[src/rtl/pbuf_pkg.sv]
`timescale 1ns/1ps
package pbuf_pkg;
  localparam int unsigned LANE_W = 8;
endpackage

[src/rtl/pbuf_par_gen.sv]
`timescale 1ns/1ps
module pbuf_par_gen #(
  parameter int unsigned DATA_W = 64,
  localparam int unsigned NL = DATA_W / pbuf_pkg::LANE_W
) (
  input  logic [DATA_W-1:0] data_i,
  output logic [NL-1:0]     par_o
);
  for (genvar g = 0; g < NL; g++) begin : g_lane
    assign par_o[g] = ^data_i[g*pbuf_pkg::LANE_W +: pbuf_pkg::LANE_W];
  end
endmodule

[src/rtl/pbuf_store.sv]
`timescale 1ns/1ps
module pbuf_store #(
  parameter int unsigned W     = 73,
  parameter int unsigned DEPTH = 16,
  localparam int unsigned AW   = $clog2(DEPTH)
) (
  input  logic          clk_i,
  input  logic          rst_ni,
  input  logic          we_i,
  input  logic [AW-1:0] waddr_i,
  input  logic [W-1:0]  wdata_i,
  input  logic          re_i,
  input  logic [AW-1:0] raddr_i,
  output logic [W-1:0]  rdata_o
);
  logic [W-1:0] mem_q [DEPTH];

  always_ff @(posedge clk_i or negedge rst_ni) begin
    if (!rst_ni) begin
      for (int i = 0; i < DEPTH; i++) mem_q[i] <= '0;
      rdata_o <= '0;
    end else begin
      // read sees contents from before this cycle's write
      if (re_i) rdata_o <= mem_q[raddr_i];
      if (we_i) mem_q[waddr_i] <= wdata_i;
    end
  end
endmodule

[src/rtl/pbuf_top.sv]
`timescale 1ns/1ps
module pbuf_top #(
  parameter int unsigned DATA_W = 64,
  parameter int unsigned DEPTH  = 16,
  localparam int unsigned NL    = DATA_W / pbuf_pkg::LANE_W,
  localparam int unsigned AW    = $clog2(DEPTH),
  localparam int unsigned LW    = $clog2(NL),
  localparam int unsigned EW    = DATA_W + NL + 1
) (
  input  logic              clk_i,
  input  logic              rst_ni,
  input  logic              wr_en_i,
  input  logic [AW-1:0]     wr_addr_i,
  input  logic [DATA_W-1:0] wr_data_i,
  input  logic              wr_uncorr_i,
  input  logic              inj_en_i,
  input  logic [LW-1:0]     inj_lane_i,
  input  logic              rd_en_i,
  input  logic [AW-1:0]     rd_addr_i,
  output logic              rd_valid_o,
  output logic [DATA_W-1:0] rd_data_o,
  output logic              rd_poison_o,
  output logic              rd_par_err_o
);
  logic [NL-1:0] wr_par, inj_mask, rd_par_calc, rd_par_stored;
  logic [EW-1:0] wr_word, rd_word;
  logic          rd_valid_q;

  pbuf_par_gen #(.DATA_W(DATA_W)) u_gen (.data_i(wr_data_i), .par_o(wr_par));

  assign inj_mask = inj_en_i ? (NL'(1) << inj_lane_i) : '0;
  assign wr_word  = {wr_uncorr_i, wr_par ^ inj_mask, wr_data_i};

  pbuf_store #(.W(EW), .DEPTH(DEPTH)) u_store (
    .clk_i  (clk_i),
    .rst_ni (rst_ni),
    .we_i   (wr_en_i),
    .waddr_i(wr_addr_i),
    .wdata_i(wr_word),
    .re_i   (rd_en_i),
    .raddr_i(rd_addr_i),
    .rdata_o(rd_word)
  );

  always_ff @(posedge clk_i or negedge rst_ni) begin
    if (!rst_ni) rd_valid_q <= 1'b0;
    else         rd_valid_q <= rd_en_i;
  end

  assign rd_data_o     = rd_word[DATA_W-1:0];
  assign rd_par_stored = rd_word[DATA_W +: NL];

  pbuf_par_gen #(.DATA_W(DATA_W)) u_chk (.data_i(rd_data_o), .par_o(rd_par_calc));

  assign rd_valid_o   = rd_valid_q;
  assign rd_poison_o  = rd_valid_q & rd_word[EW-1];
  assign rd_par_err_o = rd_valid_q & (|(rd_par_calc ^ rd_par_stored));

  assert_valid_follow_R2: assert property (@(posedge clk_i) disable iff (!rst_ni)
    rd_en_i |=> rd_valid_o);

  assert_idle_quiet_R2: assert property (@(posedge clk_i) disable iff (!rst_ni)
    !rd_valid_o |-> (!rd_poison_o && !rd_par_err_o));

  assert_clean_read_R4: assert property (@(posedge clk_i) disable iff (!rst_ni)
    (rd_en_i && $past(wr_en_i && !inj_en_i) && rd_addr_i == $past(wr_addr_i))
    |=> !rd_par_err_o);

  assert_poison_read_R5: assert property (@(posedge clk_i) disable iff (!rst_ni)
    (rd_en_i && $past(wr_en_i) && rd_addr_i == $past(wr_addr_i))
    |=> (rd_poison_o == $past(wr_uncorr_i, 2)));

  assert_inject_read_R7: assert property (@(posedge clk_i) disable iff (!rst_ni)
    (rd_en_i && $past(wr_en_i && inj_en_i) && rd_addr_i == $past(wr_addr_i))
    |=> rd_par_err_o);
endmodule

[config.mk]
export PLATFORM = sky130hd
export DESIGN_NAME = pbuf_top
export DESIGN_NICKNAME = d
export VERILOG_FILES = /design/src/rtl/pbuf_pkg.sv /design/src/rtl/pbuf_par_gen.sv /design/src/rtl/pbuf_store.sv /design/src/rtl/pbuf_top.sv
export SDC_FILE = /design/constraint.sdc
export NUM_CORES = 2
export LEC_CHECK = 0
export BUFFER_PORTS_ARGS = -buffer_cell sky130_fd_sc_hd__buf_2
export CAP_MARGIN = 20
export CORE_MARGIN = 5
export CORE_UTILIZATION = 40
export CTS_CLUSTER_SIZE = 10
export DETAILED_ROUTE_END_ITERATION = 7
export PLACE_DENSITY_LB_ADDON = 0.3
export SLEW_MARGIN = 40
export SYNTH_ARGS = -nofsm -noshare
export SYNTH_HDL_FRONTEND = slang
export SYNTH_HIERARCHICAL = 1
export SYNTH_SLANG_ARGS = --single-unit
[constraint.sdc]
create_clock -name clk_i -period 1.85 [get_ports clk_i]
set_clock_uncertainty 0.15 [all_clocks]
set_input_delay 0.4625 -clock clk_i [delete_from_list [all_inputs] [get_ports clk_i]]
set_output_delay 0.4625 -clock clk_i [all_outputs]
set_load 0.02 [all_outputs]
==> summary.log <==
qor: floorplanning.placeableCoreArea 0.140 sq mm
qor: power.power_density 1210 mW/mm^2
qor: logic_synthesis.syn_avg_cell_area 16.2 sq um
qor: timing.fin_crit_sh 185%
qor: critical_path.crit_path_max_fanout 2
qor: power.power_frac_clock 30.5%
qor: power.total_leakage_power 30.7 nW
qor: grt.number_of_global_route_vias_before_repair 35.7k
qor: job.number_of_max_capacitance_violations_reported 0
qor: clock_network.clock_path_buffers 3
qor: clock_network.number_of_cts_inserted_buffers 146
qor: route.remaining_drc_errors 0
qor: logic_synthesis.synth.net_count 3552
qor: timing.final.setup.tns -14250 ps
qor: clock_network.htree_levels 4
qor: status.violations setup timing
qor: final_layout.mostFrequentLayoutCell dfrtp_1
qor: route.vias 32.9k
qor: final_layout.multi_input_area 0.0249 sq mm
qor: timing.fin_crit_period 3430 ps
qor: final_layout.layout.nets 4111
qor: final_layout.final-seq-area 0.0311 sq mm
qor: logic_synthesis.syn-cell-area 0.0564 sq mm
qor: final_layout.layout-drive-gt1-share 56.7%
qor: critical_path.worstPathRequired 1240 ps
qor: clock_network.cts_root_buffer clkbuf_16
qor: logic_synthesis.cells_after_synthesis 3471
qor: place.weighted_congestion_reported_at_the_end_of_routability_driven_placement 0.784
qor: critical_path.worst_setup_path_end_kind output pin
qor: route.drt-total-wl 150000 um
qor: critical_path.critical_path_arrival 2820 ps
qor: floorplanning.ports_placed_on_the_boundary 148
qor: route.wl_per_cell 25.2 um
qor: timing.max_clock_freq 0.292 GHz
qor: critical_path.startpoint_type register
qor: power.power.share.sequential 44.5%
qor: status.run_status complete, but fails checks
qor: final_layout.area_growth 25.4%
qor: final_layout.commonest_non_fill_non_tap_cells_in_the_layout 1228 x dfrtp_1, 809 x mux2_2, 292 x mux2_4, 292 x mux4_2, 291 x buf_4
qor: power.intPower 62.0 mW
qor: timing.timing.final.hold_violations 0
qor: clock_network.worst_skew_pair.late_latency 770 ps
qor: grt.use_met1 30.1%
qor: timing.max-slew-margin-rel 57.1%
qor: logic_synthesis.synth-edff-count 0
qor: power.maximum_vdd_drop 1000 uV
qor: floorplanning.effective_utilization_at_floorplan 40.3%
qor: grt.gr-usage-met3 3.49%
qor: logic_synthesis.synth.ff_latch_count 1242
qor: clock_network.cts_tree done
qor: logic_synthesis.synth_ff_type dfrtp_1
qor: logic_synthesis.synthArstFlopShare 100%
qor: critical_path.cp_class reg -> out
qor: timing.setup_repair_after_global_routing_missed_its_margin yes
qor: logic_synthesis.synth_sequential_area_ratio 55.1%
qor: place.pre_cts_ws -1070 ps
qor: floorplanning.die_width 385 um
qor: power.net-switching-power 23.2 mW
qor: route.final_antenna_net_count 0
qor: grt.grtUsageMet2 32.4%
qor: power.sw_frac_of_total 27.2%
qor: logic_synthesis.synthDistinctLibCells 38
qor: route.first_pass_iters 5
qor: grt.grt_max_degree 77
qor: final_layout.fill_cells 11.5k
qor: grt.grt_use_total 20.5%
qor: clock_network.clkTransAtPathRegs 60 ps
qor: clock_network.clkSinkCount 1242
qor: place.hpwlAfterDp 101000 um
qor: place.numPlacedInstances 5712
qor: grt.layer_carrying_the_most_global_route_usage met2
qor: route.drt_first_iter_violations 2032
qor: place.io_buffers 147
qor: timing.final_max_slew_viol_count 0
qor: power.comb_power_share 25.0%
qor: min_path.holdCritPathClass in -> reg
qor: grt.grt_pass1_wl 232000 um
qor: route.avgViaCountPerCell 5.52
qor: floorplanning.num_rows 137
qor: grt.gr-total-overflow 0
qor: timing.timing.final.ws_setup -1580 ps
qor: final_layout.layout.cells.non_filler 5960
qor: logic_synthesis.synth_warnings 6
qor: timing.timing_worst_slew_pin_value 638 ps
qor: floorplanning.fp.dieH 385 um
qor: timing.setup-violations-final 67
qor: floorplanning.design.die.area 0.149 sq mm
qor: grt.antenna_found_initial 3
-- metrics by stage --
stage | util, % | power [mW] | instance area, sq um | hold slack (ps)
after floorplan | - | 50.7 | 57900 | 16.9
after global placement | 46.4 | 57.2 | 64900 | 197
after detailed placement | 46.5 | 57.9 | 64900 | 205
after CTS | 50.4 | 85.7 | 70400 | 0.285
after global routing | 50.6 | 89.3 | 70700 | 40.5
final | 50.6 | 85.2 | 70700 | 49.6
-- critical path, cell delays in order, from the launching register on --
cell      delay (ps)
dfrtp_1          390
xnor2_1          140
xnor2_1          310
buf_4            210
xnor2_4           80
xor2_2           220
nor4_4           390
a21boi_4         150
buf_6            160
-- synthesized netlist by cell type (2+ instances only) --
master    number  area share (%)
buf_12         8            0.28
nand4b_1       2           0.031
buf_2        122             1.1
nor4_1         2           0.022
nor3_4         6            0.17
nand2_1        3           0.020
nor3_2         2           0.036
nor4_4         2           0.075
nor2_1        75            0.50
mux2_1        91             1.8
mux2i_1       73             1.3
nand2b_1       3           0.033
nor3b_2        2           0.044
dfrtp_1     1242              55
o22ai_1       73            0.81
buf_4         28            0.37
xor2_1        28            0.44
mux2_4        70             1.9
and2_1         2           0.022
mux2_2      1007              20
nor2_2         3           0.033
mux4_2       292              12
clkbuf_1     120            0.80
buf_1          8           0.053
nand3_1        3           0.027
xnor2_1      100             1.6
a221oi_1      73             1.1
buf_6         20            0.40
or3_1          2           0.022
-- state kept, by name (all words and copies together), names as in the netlist --
name,flops
u_store/mem_q,1168
u_store/rdata_o,73
rd_valid_o,1
-- layer usage --
layer  share of wire [%]  wire length, um
met1                  47            70600
met2                  47            70800
met3                 4.5             6790
met4                 1.4             2170
met5                   0                0
-- final timing paths --
kind,start,cells after the start,slack (ps),end
worst max-delay path,u_store/rdata_o[57],8,-1580,rd_par_err_o
worst min-delay path,wr_data_i[38],3,50,u_store/mem_q[330]
worst max register to register,u_store/mem_q[355],3,270,u_store/rdata_o[63]
worst min register to register,u_store/mem_q[509],1,330,u_store/mem_q[509]
max in group asynchronous,rst_ni,3,510,u_store/mem_q[209]
min in group asynchronous,rst_ni,3,290,u_store/mem_q[58]
-- power groups by stage --
stage               combinational, mW  sequential (mW)  clock [mW]
floorplan                        13.3             37.4           0
global placement                 19.3             37.9           0
detailed placement               19.7             38.2           0
CTS                              21.1             37.9        26.7
global route                     22.8             38.7        27.8
finish                           21.3             37.9        26.0
-- cell type report --
cell class | instances | share of cell area, %
Tap cell | 1876 | 3.32
Timing Repair Buffer | 717 | 11.5
Inverter | 2 | 0.0212
Antenna cell | 1 | 0.00354
Clock buffer | 184 | 5.44
Clock inverter | 17 | 0.487
Sequential cell | 1242 | 44.0
Multi-Input combinational cell | 1921 | 35.2
-- logic make-up (layout without fill, tap and decap cells) --
logic type | after synthesis | count (layout) | synth area share [%]
XOR/XNOR | 128 | 128 | 1.99
AO/OA/AOI/OAI | 147 | 147 | 1.96
other | 0 | 1 | 0
flip-flops | 1242 | 1242 | 55.1
AND/OR/NAND/NOR | 113 | 113 | 1.13
multiplexers | 1533 | 1533 | 36.8
buffers and inverters | 308 | 920 | 3.01
-- repair_timing --
item                                    CTS  global route
pin swaps                                11            11
hold buffers                             44             0
buffers inserted                         15            31
gates resized for setup                 221            64
setup endpoints to repair                99           123
gates cloned                              0             4
endpoints found under the hold margin  1509             0
Note: power is estimated with default switching activity, not from simulation.
